File: src/rtl/tws_pkg.sv
`timescale 1ns/1ps
package tws_pkg;

    localparam int TWS_NBUF = 3;

    typedef enum logic [2:0] {
        ST_IDLE,
        ST_FILL,
        ST_SWEEP,
        ST_REFILL,
        ST_DONE
    } tws_state_e;

    // (a + k) mod 3 for a buffer index a in 0..2
    function automatic logic [1:0] wrap3(input logic [1:0] a, input int k);
        int s;
        s = (int'(a) + k) % TWS_NBUF;
        return 2'(s);
    endfunction

endpackage

File: src/rtl/tws_col_timer.sv
`timescale 1ns/1ps
module tws_col_timer #(
    parameter int COLS  = 320,
    parameter int HOLD  = 18,
    localparam int COL_W  = $clog2(COLS),
    localparam int HOLD_W = $clog2(HOLD + 1)
) (
    input  logic             clk,
    input  logic             rst_n,
    input  logic             start_i,
    input  logic             run_i,
    output logic [COL_W-1:0] col_o,
    output logic             hold_first_o,
    output logic             hold_last_o,
    output logic             col_last_o
);

    logic [COL_W-1:0]  col_q;
    logic [HOLD_W-1:0] hold_q;

    assign hold_first_o = (hold_q == '0);
    assign hold_last_o  = (hold_q == HOLD_W'(HOLD - 1));
    assign col_last_o   = (col_q == COL_W'(COLS - 3));
    assign col_o        = col_q;

    always_ff @(posedge clk or negedge rst_n) begin
        if (!rst_n) begin
            col_q  <= '0;
            hold_q <= '0;
        end else if (start_i) begin
            col_q  <= '0;
            hold_q <= '0;
        end else if (run_i) begin
            if (hold_last_o) begin
                if (!col_last_o) begin
                    col_q  <= col_q + 1'b1;
                    hold_q <= '0;
                end
            end else begin
                hold_q <= hold_q + 1'b1;
            end
        end
    end

    AST_COL_RANGE: assert property (@(posedge clk) disable iff (!rst_n)
        int'(col_q) <= COLS - 3) else $error("column out of range");

    AST_COL_STABLE_IN_HOLD: assert property (@(posedge clk) disable iff (!rst_n)
        (run_i && !start_i && !hold_last_o) |=> $stable(col_q)) else $error("column moved inside hold");

    AST_COL_STEP: assert property (@(posedge clk) disable iff (!rst_n)
        (run_i && !start_i && hold_last_o && !col_last_o) |=>
            (hold_q == '0) && (col_q == COL_W'($past(col_q) + 1'b1))) else $error("column step wrong");

endmodule

File: src/rtl/tws_row_rotator.sv
`timescale 1ns/1ps
module tws_row_rotator
    import tws_pkg::*;
(
    input  logic       clk,
    input  logic       rst_n,
    input  logic       clear_i,
    input  logic       adv_i,
    output logic [1:0] oldest_o,
    output logic [5:0] ksel_o
);

    logic [1:0] base_q;

    always_ff @(posedge clk or negedge rst_n) begin
        if (!rst_n) begin
            base_q <= 2'd0;
        end else if (clear_i) begin
            base_q <= 2'd0;
        end else if (adv_i) begin
            base_q <= wrap3(base_q, 1);
        end
    end

    assign oldest_o = base_q;

    for (genvar k = 0; k < TWS_NBUF; k++) begin : g_krow
        assign ksel_o[2*k +: 2] = wrap3(base_q, k);
    end

    AST_BASE_RANGE: assert property (@(posedge clk) disable iff (!rst_n)
        base_q <= 2'd2) else $error("oldest pointer out of range");

    AST_SEL_DISTINCT: assert property (@(posedge clk) disable iff (!rst_n)
        (ksel_o[1:0] != ksel_o[3:2]) && (ksel_o[1:0] != ksel_o[5:4]) && (ksel_o[3:2] != ksel_o[5:4]))
        else $error("kernel rows share a buffer");

    AST_BASE_HOLD: assert property (@(posedge clk) disable iff (!rst_n)
        (!adv_i && !clear_i) |=> $stable(base_q)) else $error("rotation without advance");

endmodule

File: src/rtl/tws_ren_decoder.sv
`timescale 1ns/1ps
module tws_ren_decoder
    import tws_pkg::*;
#(
    parameter int COLS = 320,
    localparam int COL_W = $clog2(COLS),
    localparam int REN_W = TWS_NBUF * COLS
) (
    input  logic             clk,
    input  logic             rst_n,
    input  logic             valid_i,
    input  logic [COL_W-1:0] col_i,
    output logic [REN_W-1:0] cell_ren_o
);

    logic [COLS-1:0] hit;

    always_comb begin
        for (int c = 0; c < COLS; c++) begin
            hit[c] = valid_i && (c >= int'(col_i)) && (c <= int'(col_i) + 2);
        end
    end

    for (genvar b = 0; b < TWS_NBUF; b++) begin : g_buf
        assign cell_ren_o[b*COLS +: COLS] = hit;
    end

    AST_REN_COUNT: assert property (@(posedge clk) disable iff (!rst_n)
        valid_i |-> ($countones(cell_ren_o) == 3 * TWS_NBUF)) else $error("window not 3x3");

    AST_REN_QUIET: assert property (@(posedge clk) disable iff (!rst_n)
        !valid_i |-> (cell_ren_o == '0)) else $error("enable without window");

endmodule

File: src/rtl/tri_row_sweep_seq.sv
`timescale 1ns/1ps
module tri_row_sweep_seq
    import tws_pkg::*;
#(
    parameter int COLS = 320,
    parameter int ROWS = 240,
    parameter int HOLD = 18,
    localparam int COL_W = $clog2(COLS),
    localparam int ROW_W = $clog2(ROWS),
    localparam int CNT_W = $clog2(ROWS + 1),
    localparam int REN_W = TWS_NBUF * COLS
) (
    input  logic             clk,
    input  logic             rst_n,
    input  logic             frame_start,
    input  logic             load_ack,
    output logic             load_req,
    output logic [1:0]       load_buf,
    output logic [ROW_W-1:0] load_row,
    output logic             win_valid,
    output logic             win_new,
    output logic [COL_W-1:0] win_col,
    output logic [5:0]       ksel,
    output logic [REN_W-1:0] cell_ren,
    output logic             frame_done
);

    tws_state_e state_q, state_d;

    logic [1:0]       fill_cnt_q;
    logic [CNT_W-1:0] next_row_q;
    logic             tmr_start, tmr_run;
    logic             hold_first, hold_last, col_last;
    logic             rot_clear, rot_adv;
    logic [1:0]       oldest;
    logic             fill_done, rows_left;

    assign fill_done = (fill_cnt_q == 2'd2);
    assign rows_left = (next_row_q != CNT_W'(ROWS));

    // state register
    always_ff @(posedge clk or negedge rst_n) begin
        if (!rst_n) state_q <= ST_IDLE;
        else        state_q <= state_d;
    end

    // next state and internal controls
    always_comb begin
        state_d   = state_q;
        tmr_start = 1'b0;
        tmr_run   = 1'b0;
        rot_clear = 1'b0;
        rot_adv   = 1'b0;
        unique case (state_q)
            ST_IDLE: begin
                if (frame_start) begin
                    state_d   = ST_FILL;
                    rot_clear = 1'b1;
                end
            end
            ST_FILL: begin
                if (load_ack && fill_done) begin
                    state_d   = ST_SWEEP;
                    tmr_start = 1'b1;
                end
            end
            ST_SWEEP: begin
                tmr_run = 1'b1;
                if (hold_last && col_last) begin
                    state_d = rows_left ? ST_REFILL : ST_DONE;
                end
            end
            ST_REFILL: begin
                if (load_ack) begin
                    state_d   = ST_SWEEP;
                    tmr_start = 1'b1;
                    rot_adv   = 1'b1;
                end
            end
            ST_DONE: begin
                state_d = ST_IDLE;
            end
            default: state_d = ST_IDLE;
        endcase
    end

    // row bookkeeping for loads
    always_ff @(posedge clk or negedge rst_n) begin
        if (!rst_n) begin
            fill_cnt_q <= 2'd0;
            next_row_q <= '0;
        end else if (state_q == ST_IDLE && frame_start) begin
            fill_cnt_q <= 2'd0;
            next_row_q <= '0;
        end else if ((state_q == ST_FILL || state_q == ST_REFILL) && load_ack) begin
            next_row_q <= next_row_q + 1'b1;
            if (state_q == ST_FILL) fill_cnt_q <= fill_cnt_q + 1'b1;
        end
    end

    // outputs
    always_comb begin
        load_req   = 1'b0;
        load_buf   = oldest;
        win_valid  = 1'b0;
        win_new    = 1'b0;
        frame_done = 1'b0;
        unique case (state_q)
            ST_IDLE:   ;
            ST_FILL: begin
                load_req = 1'b1;
                load_buf = fill_cnt_q;
            end
            ST_SWEEP: begin
                win_valid = 1'b1;
                win_new   = hold_first;
            end
            ST_REFILL: begin
                load_req = 1'b1;
                load_buf = oldest;
            end
            ST_DONE: frame_done = 1'b1;
            default: ;
        endcase
    end

    assign load_row = next_row_q[ROW_W-1:0];

    tws_col_timer #(.COLS(COLS), .HOLD(HOLD)) u_timer (
        .clk          (clk),
        .rst_n        (rst_n),
        .start_i      (tmr_start),
        .run_i        (tmr_run),
        .col_o        (win_col),
        .hold_first_o (hold_first),
        .hold_last_o  (hold_last),
        .col_last_o   (col_last)
    );

    tws_row_rotator u_rot (
        .clk      (clk),
        .rst_n    (rst_n),
        .clear_i  (rot_clear),
        .adv_i    (rot_adv),
        .oldest_o (oldest),
        .ksel_o   (ksel)
    );

    tws_ren_decoder #(.COLS(COLS)) u_ren (
        .clk        (clk),
        .rst_n      (rst_n),
        .valid_i    (win_valid),
        .col_i      (win_col),
        .cell_ren_o (cell_ren)
    );

    AST_REQ_HOLD: assert property (@(posedge clk) disable iff (!rst_n)
        (load_req && !load_ack) |=> (load_req && $stable(load_row) && $stable(load_buf)))
        else $error("request dropped or changed");

    AST_NO_WIN_DURING_LOAD: assert property (@(posedge clk) disable iff (!rst_n)
        load_req |-> !win_valid) else $error("window during load");

    AST_DONE_PULSE: assert property (@(posedge clk) disable iff (!rst_n)
        frame_done |=> (!frame_done && !load_req && !win_valid)) else $error("done not a pulse");

    AST_IDLE_STAYS: assert property (@(posedge clk) disable iff (!rst_n)
        (state_q == ST_IDLE && !frame_start) |=> (state_q == ST_IDLE)) else $error("left idle unasked");

    AST_START_IGNORED: assert property (@(posedge clk) disable iff (!rst_n)
        (state_q == ST_SWEEP && !(hold_last && col_last)) |=> (state_q == ST_SWEEP)) else $error("sweep disturbed");

endmodule

File: config.mk
export PLATFORM = sky130hd
export DESIGN_NAME = tri_row_sweep_seq
export DESIGN_NICKNAME = d
export VERILOG_FILES = /design/src/rtl/tws_pkg.sv /design/src/rtl/tws_col_timer.sv /design/src/rtl/tws_row_rotator.sv /design/src/rtl/tws_ren_decoder.sv /design/src/rtl/tri_row_sweep_seq.sv
export SDC_FILE = /design/constraint.sdc
export NUM_CORES = 1
export LEC_CHECK = 0
export ABC_AREA = 1
export CAP_MARGIN = 20
export CELL_PAD_IN_SITES_DETAIL_PLACEMENT = 1
export CELL_PAD_IN_SITES_GLOBAL_PLACEMENT = 1
export CORE_AREA = 2 2 392 394
export DETAILED_ROUTE_END_ITERATION = 6
export DIE_AREA = 0 0 394 396
export PLACE_DENSITY_LB_ADDON = 0.1
export SETUP_SLACK_MARGIN = 0.5
export SLEW_MARGIN = 20
export SYNTH_ARGS = -nofsm -noshare
export SYNTH_HDL_FRONTEND = slang
export SYNTH_HIERARCHICAL = 1
export SYNTH_SLANG_ARGS = --single-unit
export TNS_END_PERCENT = 5
File: constraint.sdc
create_clock -name clk -period 4.45 [get_ports clk]
set_input_delay 0.89 -clock clk [delete_from_list [all_inputs] [get_ports clk]]
set_output_delay 0.89 -clock clk [all_outputs]
set_load 0.01 [all_outputs]
; ---- After elaboration in Yosys (flattened, before gate mapping)
; Index checks and enable logic that the tools add are counted.
[classes]
magnitude_cmp = 640
reduce_logical = 657
muxes = 32
n_eq_ne = 14
div = 3
addsub = 7
[op_table]
columns = cell, n
row1 = $le A9 B32 Y1 const A, 128
row2 = $le A10 B32 Y1 const A, 64
row3 = $le A8 B32 Y1 const A, 64
row4 = $ge A8 B9 Y1 const A, 128
row5 = $le A7 B32 Y1 const A, 32
row6 = $logic_and A1 B1 Y1, 644
row7 = $ge A7 B9 Y1 const A, 64
row8 = $ge A9 B9 Y1 const A, 64
row9 = $le A6 B32 Y1 const A, 16
row10 = $ge A6 B9 Y1 const A, 32
row11 = $le A5 B32 Y1 const A, 8
row12 = $ge A5 B9 Y1 const A, 16
row13 = $le A4 B32 Y1 const A, 4
row14 = $ge A4 B9 Y1 const A, 8
row15 = $le A3 B32 Y1 const A, 2
row16 = $mod A32 B3 Y32 const B, 2
row17 = $ge A3 B9 Y1 const A, 4
row18 = $mux W9, 4
row19 = $le A1 B32 Y1 const A, 1
row20 = $le A2 B32 Y1 const A, 1
row21 = $mod A3 B3 Y32 const B, 1
row22 = $mux W5, 4
row23 = $ge A1 B9 Y1 const A, 2
row24 = $ge A2 B9 Y1 const A, 2
row25 = other kinds (30), 58
[totals]
word_cells = 1359
output_inout_bits = 989
reg_bits = 29
inputBits = 4

; ---- Longest topological paths before layout
; Gate-level depths: netlist (run 1).
[depth]
word_depth = 6
mapped_depth = 15
ltp_nobuf = 13

; ---- Modules after synthesis
; The synthesis (run 1) kept the hierarchy.
[by_module_without_submodules]
columns = mod, n_inst, seq_area_each_um2, area_each_um2, cells_each
row1 = tws_ren_decoder, 1, 0.0, 14117.3, 2682
row2 = tws_col_timer, 1, 350.3, 1011.0, 138
row3 = tri_row_sweep_seq, 1, 325.3, 865.8, 125
row4 = tws_row_rotator, 1, 50.0, 140.1, 17

; ---- Worst setup path before layout (run 1)
; No wires, ideal clock.
[synth_timing]
path_kind = reg2out
startpoint = register u_timer.col_q[2] (netlist: u_timer/col_o[2])
endpoint = output cell_ren[570]
path_buffers = 1
setup_slack_ns = 0.827
path_stages_with_launch = 12
required_ns = 3.560
t_arrival_ns = 2.733
cell_sequence = dfrtp_1 > inv_1 > ha_1 > inv_2 > nand2_1 > inv_1 > nor2_1 > inv_2 > nor2_1 > nor2_1 > a211oi_1 > buf_4
[synth_between]
elab_chain_len = 3
word_cells_on_any_way = 5
cone_classes = add/sub: 1 / order compare: 2 / reduce/logical: 2
[synth_lines]
columns = element, line_no
row1 = start: declaration, tws_col_timer.sv:18  ; logic [COL_W-1:0] col_q;
row2 = start signal: assignment, tws_col_timer.sv:36  ; col_q <= col_q + 1'b1;
row3 = $add A9 B2 Y10 / $ge A8 B9 Y1 (equally long branches), tws_ren_decoder.sv:20  ; hit[c] = valid_i && (c >= int'(col_i)) && (c <= int'(col_i) + 2);
row4 = $le A9 B32 Y1 / $logic_and A1 B1 Y1 (equally long branches), tws_ren_decoder.sv:20
row5 = $logic_and A1 B1 Y1 *, tws_ren_decoder.sv:20
row6 = end: declaration, tri_row_sweep_seq.sv:24  ; output logic [REN_W-1:0] cell_ren,
; Every way passes the cells marked *; elsewhere a longest branch is shown, timed or not.

; ---- Final worst setup path (run 1)
[layout_timing]
startpoint = register u_timer.col_q[8] (netlist: u_timer/col_o[8])
endpoint = output cell_ren[108]
[layout_between]
elab_chain_len = 3
word_cells_on_any_way = 5
cone_classes = add/sub: 1 / order compare: 2 / reduce/logical: 2
[layout_lines]
columns = element, line_no
row1 = $add A9 B2 Y10 / $ge A7 B9 Y1 (equally long branches), tws_ren_decoder.sv:20
row2 = $le A8 B32 Y1 / $logic_and A1 B1 Y1 (equally long branches), tws_ren_decoder.sv:20
row3 = $logic_and A1 B1 Y1 *, tws_ren_decoder.sv:20
; Marked as above.

==> flow_summary.json, run 1 <==
{
  "cts_buffers": 5,
  "synth_seq_area_share": 0.0450,
  "first_pass_iters": 5,
  "syn-cell-area_um2": 16100,
  "ys_ff_latch": 29,
  "clk_latency_ns": 0.29,
  "grt_max_degree": 86,
  "drc": 0,
  "clkPwrFrac": 0.018,
  "cts_tree": "done",
  "clk_path_buf_depth": 2,
  "worst_pin_slew_ns": 0.936,
  "cp-start-kind": "flop",
  "grt_setup_unrepaired": "yes",
  "drive_above_1_share": 0.278,
  "portBuffers": 992,
  "grt_pass1_wl_um": 246000,
  "synth_area_per_cell_um2": 5.45,
  "period_share": 0.951,
  "wl_per_cell_um": 32.3,
  "fin_crit_ns": 4.23,
  "cts_hold_buf": 0,
  "netSwitchingFraction": 0.600,
  "synthFlopType": "dfrtp_1",
  "gp_congestion": 0.932,
  "syn_inst": 2962,
  "dieArea_um2": 156000,
  "fin_nets": 3866,
  "die_h_um": 396,
  "area_growth_pct": 89.7,
  "grt_antenna_before_repair": 6,
  "utilization": 0.202,
  "skew_ns": 0.00443,
  "gr-total-overflow": 0,
  "critPathCaptureType": "output pin",
  "worstPathArrival_ns": 3.34,
  "gr-usage-all-layers": 0.230,
  "slew_violations": 0,
  "crit_required_ns": 3.56,
  "p_leak_nw": 12.7,
  "seqPwrFrac": 0.022,
  "drt.antenna.violating_nets": 0,
  "core_region_area_um2": 152000,
  "dr_total_vias": 24800,
  "status": "complete, no violations",
  "finalHoldViolCount": 0,
  "total_power_mw": 19.8,
  "std_cell_rows": 143,
  "pwr-share-comb": 0.960,
  "drv_cap": 0,
  "fillers": 18600,
  "min_path_type": "reg2reg",
  "cts_sinks": 29,
  "path_cells": "clkinv_2 -> nand2_1 -> buf_4 -> nor2_2 -> inv_1 -> o21ai_0 -> a21oi_1 -> nor2_2 -> buf_4 -> clkdlybuf4s50_1",
  "clk_pin_slew_worst_paths_ns": 0.06,
  "slowest_delay_ns": 0.47,
  "powerDensity_nw_per_um2": 647,
  "post-place-ws_ns": -0.383,
  "htreeDepth": 2,
  "die_w_um": 394,
  "p_switching_mw": 11.9,
  "grt_pass1_vias": 25400,
  "clock.fmax_ghz": 0.236,
  "finalSetupViolations": 0,
  "initial_core_util": 0.106,
  "drtIter0Drc": 2060,
  "p_int_mw": 7.92,
  "path_max_fanout": 17,
  "critPathKind": "reg2out",
  "irDropWorstVdd_mv": 0.281,
  "dp.final_hpwl_um": 159000,
  "wirelength_um": 190000,
  "viasPerCell": 4.22,
  "clockRootBuffer": "clkbuf_16",
  "synth_nets": 2980,
  "async_flop_share": 1.00,
  "io_pins": 993,
  "ys_types": 56,
  "relSlewSlack": 0.374,
  "synth_edf_count": 0,
  "yosys_warnings": 6,
  "setup_ws_ns": 0.220,
  "slowest_stage": "inv_1"
}
==> cell usage after synthesis, types with 4 or more instances <==
library cell,count,area (µm²)
buf_4,650,4880
nand2_1,584,2190
nor2_1,353,1330
a21oi_1,277,1390
o21ai_0,242,1210
inv_1,200,751
nand3_1,159,796
nor3_1,89,445
clkbuf_1,66,248
buf_2,45,225
dfrtp_1,29,726
inv_2,19,71.3
o21ai_1,19,95.1
a31oi_1,17,106
nor2_2,17,106
or2_2,16,100
o221ai_1,15,131
o22ai_1,15,93.8
ha_1,14,175
nand2_2,14,87.6
o211ai_1,13,97.6
a211oi_1,12,90.1
nor2_4,12,135
o31ai_1,11,82.6
a21boi_1,7,52.6
buf_1,7,26.3
nand4_1,7,43.8
nand2_4,6,67.6
clkinv_1,5,18.8
o311ai_0,5,43.8
a22oi_1,4,30.0
==> logic make-up (layout without fill, tap and decap cells) <==
logic type	count (synthesis)	after routing	synth area share
flip-flops	29	29	0.0450
adder cells (fa/ha/maj)	14	14	0.0109
AO/OA/AOI/OAI	652	652	0.220
buffers and inverters	994	1881	0.386
other	0	4	0
AND/OR/NAND/NOR	1269	1269	0.335
XOR/XNOR	4	4	0.00217
==> worst max-delay path, delay by kind of cell, from the launching register on <==
family	cells	cell delay, ns
AND/OR/NAND/NOR	3	0.45
AO/OA/AOI/OAI	2	0.50
flip-flops	1	0.41
buffers and inverters	5	1.67
==> path summary, 6_finish.rpt <==
| path | start | endpoint | slack, ns | cells past startpoint |
|---|---|---|---|---|
| min in group asynchronous | rst_n | load_row[2] | 1.13 | 1 |
| max reg2reg | state_q[2] | u_timer/col_o[0] | 2.21 | 10 |
| min | u_timer/hold_q[1] | u_timer/hold_q[1] | 0.54 | 2 |
| max | u_timer/col_o[8] | cell_ren[108] | 0.22 | 10 |
| min reg2reg | u_timer/hold_q[1] | u_timer/hold_q[1] | 0.54 | 2 |
| max in group asynchronous | rst_n | u_timer/col_o[6] | 2.62 | 2 |
==> state kept, by name, summed over array words and instances, names as in the netlist <==
register and count:
u_timer/hold_q 5, load_row 8, u_rot/oldest_o 2, fill_cnt_q 2, state_q 3, u_timer/col_o 9
==> area by class of cell <==
type	instances	area [µm²]	share of cell area
clock buffer	8	146	0.00478
sequential	29	734	0.0240
inverter	225	915	0.0299
multi-input combinational	1939	10600	0.346
timing repair inverter	1	7.51	0.000245
antenna	4	10.0	0.000327
timing repair buffer	1647	15700	0.512
tap	2030	2540	0.0830
==> timing repair <==
action | 4_1_cts | 5_1_grt
setup buffers | 62 | 29
endpoints found under the setup margin | 960 | 946
resized for setup | 417 | 143
pin swaps | 30 | 24
gates cloned | 3 | 2
==> power by group through the flow <==
stage	clock network [mW]	logic, mW	registers (mW)
3_5_place_dp	0	17.2	0.434
2_1_floorplan	0	7.71	0.449
3_3_place_gp	0	17.4	0.434
6_report	0.358	19.0	0.439
4_1_cts	0.373	18.6	0.437
5_1_grt	0.383	19.7	0.453
==> stage by stage <==
step	hold slack (ns)	TNS [ns]	std cells	cell area (µm²)
3_5_place_dp	0.536	-9.39	5775	27700
2_1_floorplan	0.486	0	2962	16100
3_3_place_gp	0.528	-11.51	5775	27700
4_1_cts	0.549	0	5848	29900
5_1_grt	0.583	0	5879	30600
6_report	0.540	0	5883	30600
==> per-layer routing <==
layer,up-vias,GRT usage,routed length (µm)
met5,-,0,31
met4,4,0.0869,8710
met3,265,0.0314,11300
met2,1265,0.400,90800
met1,12500,0.288,79000
li1,10800,-,-
==> cell usage in the layout (no fill, tap or decap), types with 40 or more instances in the layout <==
| cell type | instances |
|---|---|
| nor2_1 | 269 |
| o21ai_1 | 43 |
| a21oi_2 | 53 |
| nor2_2 | 73 |
| nand3_1 | 155 |
| nor3_1 | 61 |
| nor2_4 | 40 |
| nand2_2 | 56 |
| buf_4 | 573 |
| o21ai_0 | 206 |
| nand2_1 | 525 |
| buf_12 | 40 |
| clkdlybuf4s50_1 | 923 |
| a21oi_1 | 215 |
| inv_1 | 176 |
(Power assumes the default switching activity.)
==> inputs of run 2 (changes only) <==
--- a/config.mk
+++ b/config.mk
@@ -10,6 +10,8 @@
 export CELL_PAD_IN_SITES_DETAIL_PLACEMENT = 1
 export CELL_PAD_IN_SITES_GLOBAL_PLACEMENT = 1
 export CORE_AREA = 2 2 392 394
+export CTS_BUF_LIST = sky130_fd_sc_hd__clkbuf_8 sky130_fd_sc_hd__clkbuf_16
+export CTS_CLUSTER_SIZE = 30
 export DETAILED_ROUTE_END_ITERATION = 6
 export DIE_AREA = 0 0 394 396
 export PLACE_DENSITY_LB_ADDON = 0.1
==> run 2 against run 1 <==
  * First-iteration DRC count is 7.2% lower
  * Clock-buffer cell count fell by 2
  * Combinational power about the same
  * Flip-flop and latch count stayed put
  * Final cell count decreased by 0.20%
  * Utilization down 0.10 points
  * Critical endpoint is now cell_ren[648]
  * Largest power group unchanged
==> flow_summary.json, run 2 (synthesized netlist as in run 1, its figures left out) <==
{
  "grt_setup_unrepaired": "yes",
  "relSlewSlack": 0.376,
  "cp-start-kind": "flop",
  "hp-start": "u_timer/hold_q[1]",
  "r2r_start": "state_q[2]",
  "viasPerCell": 4.21,
  "finalHoldViolCount": 0,
  "clock.fmax_ghz": 0.236,
  "std_cell_rows": 143,
  "skew_ns": 0.00516,
  "dp.final_hpwl_um": 159000,
  "total_power_mw": 19.7,
  "io_pins": 993,
  "clockRootBuffer": "clkbuf_16",
  "grt_max_degree": 86,
  "holdPathEnd": "u_timer/hold_q[1]",
  "final_common_cell": "clkdlybuf4s50_1",
  "drt.antenna.violating_nets": 0,
  "cts_buffers": 5,
  "clk_path_buf_depth": 2,
  "setup_ws_ns": 0.215,
  "utilization": 0.201,
  "cts_sinks": 29,
  "gr-total-overflow": 0,
  "status": "complete, no violations",
  "drc": 0,
  "rr_worst_depth": 10,
  "finalSetupViolations": 0,
  "dieArea_um2": 156000,
  "critPathCaptureType": "output pin",
  "worst_pin_slew_ns": 0.933,
  "grt_pass1_vias": 25400,
  "grt_pass1_wl_um": 245000,
  "drtIter0Drc": 1912,
  "drive_above_1_share": 0.275,
  "clk_pin_slew_worst_paths_ns": 0.06,
  "met2WireLength_um": 90400,
  "initial_core_util": 0.106,
  "slew_violations": 0,
  "period_share": 0.952,
  "final_cells": 5871,
  "r2r_setup_slack_ns": 2.21,
  "min_path_type": "reg2reg",
  "htreeDepth": 2,
  "grt_antenna_before_repair": 6,
  "fin_crit_ns": 4.23,
  "wirelength_um": 189000,
  "clk_latency_ns": 0.28,
  "fin_nets": 3855,
  "area_growth_pct": 88.8,
  "core_region_area_um2": 152000,
  "first_pass_iters": 5,
  "irDropWorstVdd_mv": 0.266,
  "wl_per_cell_um": 32.2,
  "critPathKind": "reg2out",
  "wl_met1_um": 79300,
  "powerDensity_nw_per_um2": 646,
  "die_h_um": 396,
  "p_leak_nw": 12.5,
  "crit_required_ns": 3.56,
  "drv_cap": 0,
  "wl_met3_um": 10900,
  "gr-usage-all-layers": 0.230,
  "portBuffers": 992,
  "r2r_end": "u_timer/col_o[0]",
  "worstPathArrival_ns": 3.34,
  "path_max_fanout": 8,
  "cts_tree": "done",
  "post-place-ws_ns": -0.383,
  "gp_congestion": 0.932,
  "largest_register_ffs": 9,
  "post-place-cells": 5775,
  "holdPathStages": 2,
  "top_layer": "met5",
  "dr_total_vias": 24700,
  "mostFrequentLayoutCells": "clkdlybuf4s50_1, buf_4, nand2_1, nor2_1, a21oi_1",
  "die_w_um": 394
}
==> run 2: routing by layer <==
metal  track usage  vias to the layer above
met2         0.400                     1266
li1              -                    10800
met1         0.288                    12400
met5             0                        -
met3        0.0302                      263
met4        0.0855                        4
==> run 2: worst max-delay path by stage <==
stage               cells after the start  slack (ns)        startpoint       endpoint
global placement                       13       -0.38  u_timer/col_o[1]  cell_ren[420]
finish                                 12        0.22  u_timer/col_o[4]  cell_ren[648]
detailed placement                     12       -0.38  u_timer/col_o[5]  cell_ren[420]
global route                           15        0.15  u_timer/col_o[2]  cell_ren[514]
CTS                                    13        0.24  u_timer/col_o[5]  cell_ren[232]
floorplan                              11        0.83  u_timer/col_o[2]  cell_ren[570]
==> run 2: critical path, stage by stage, from the launching register on <==
cell and delay [ns]:
dfrtp_2 0.46, buf_6 0.16, buf_4 0.19, nor2_4 0.15
buf_4 0.14, buf_4 0.25, nand2_1 0.14, nor2_1 0.23
buf_4 0.17, a21oi_1 0.04, a22oi_2 0.35, buf_4 0.21
clkdlybuf4s50_1 0.55
==> run 2: timing repair <==
item                       4_1_cts  5_1_grt
gates cloned                     3        1
hold buffers                     0        0
gates resized for setup        404      132
setup endpoints to repair      960      950
buffers inserted                59       22
pin swaps                       31       18
==> run 2: per-stage QoR <==
stage | setup TNS, ns | instance area, µm² | hold slack (ns)
after floorplan | 0 | 16100 | 0.486
final | 0 | 30500 | 0.541
after global placement | -11.51 | 27700 | 0.528
after CTS | 0 | 29800 | 0.549
after global routing | 0 | 30400 | 0.583
after detailed placement | -9.39 | 27700 | 0.536
==> run 2: area by class of cell <==
| type | count | area [µm²] |
|---|---|---|
| diodes | 3 | 7.51 |
| clock buffers | 6 | 139 |
| clock inverters | 2 | 7.51 |
| fillers | 18600 | 121000 |
| inverters | 225 | 923 |
| multi-input cells | 1939 | 10600 |
| flip-flops and latches | 29 | 734 |
| well taps | 2030 | 2540 |
| repair buffers | 1636 | 15500 |
| repair inverters | 1 | 7.51 |
==> run 2: report_power, final <==
part | internal (mW) | leakage (nW) | total (mW) | switching, mW
logic | 7.28 | 12.0 | 18.9 | 11.6
registers | 0.344 | 0.376 | 0.440 | 0.0957
clock network | 0.219 | 0.0795 | 0.352 | 0.134
==> inputs of run 3 (changes only) <==
--- a/config.mk
+++ b/config.mk
@@ -14,6 +14,7 @@
 export CTS_CLUSTER_SIZE = 30
 export DETAILED_ROUTE_END_ITERATION = 6
 export DIE_AREA = 0 0 394 396
+export HOLD_SLACK_MARGIN = 0.12
 export PLACE_DENSITY_LB_ADDON = 0.1
 export SETUP_SLACK_MARGIN = 0.5
 export SLEW_MARGIN = 20
==> results of run 3 <==
No change in the layout: final DEF, timing and power equal those of run 2.
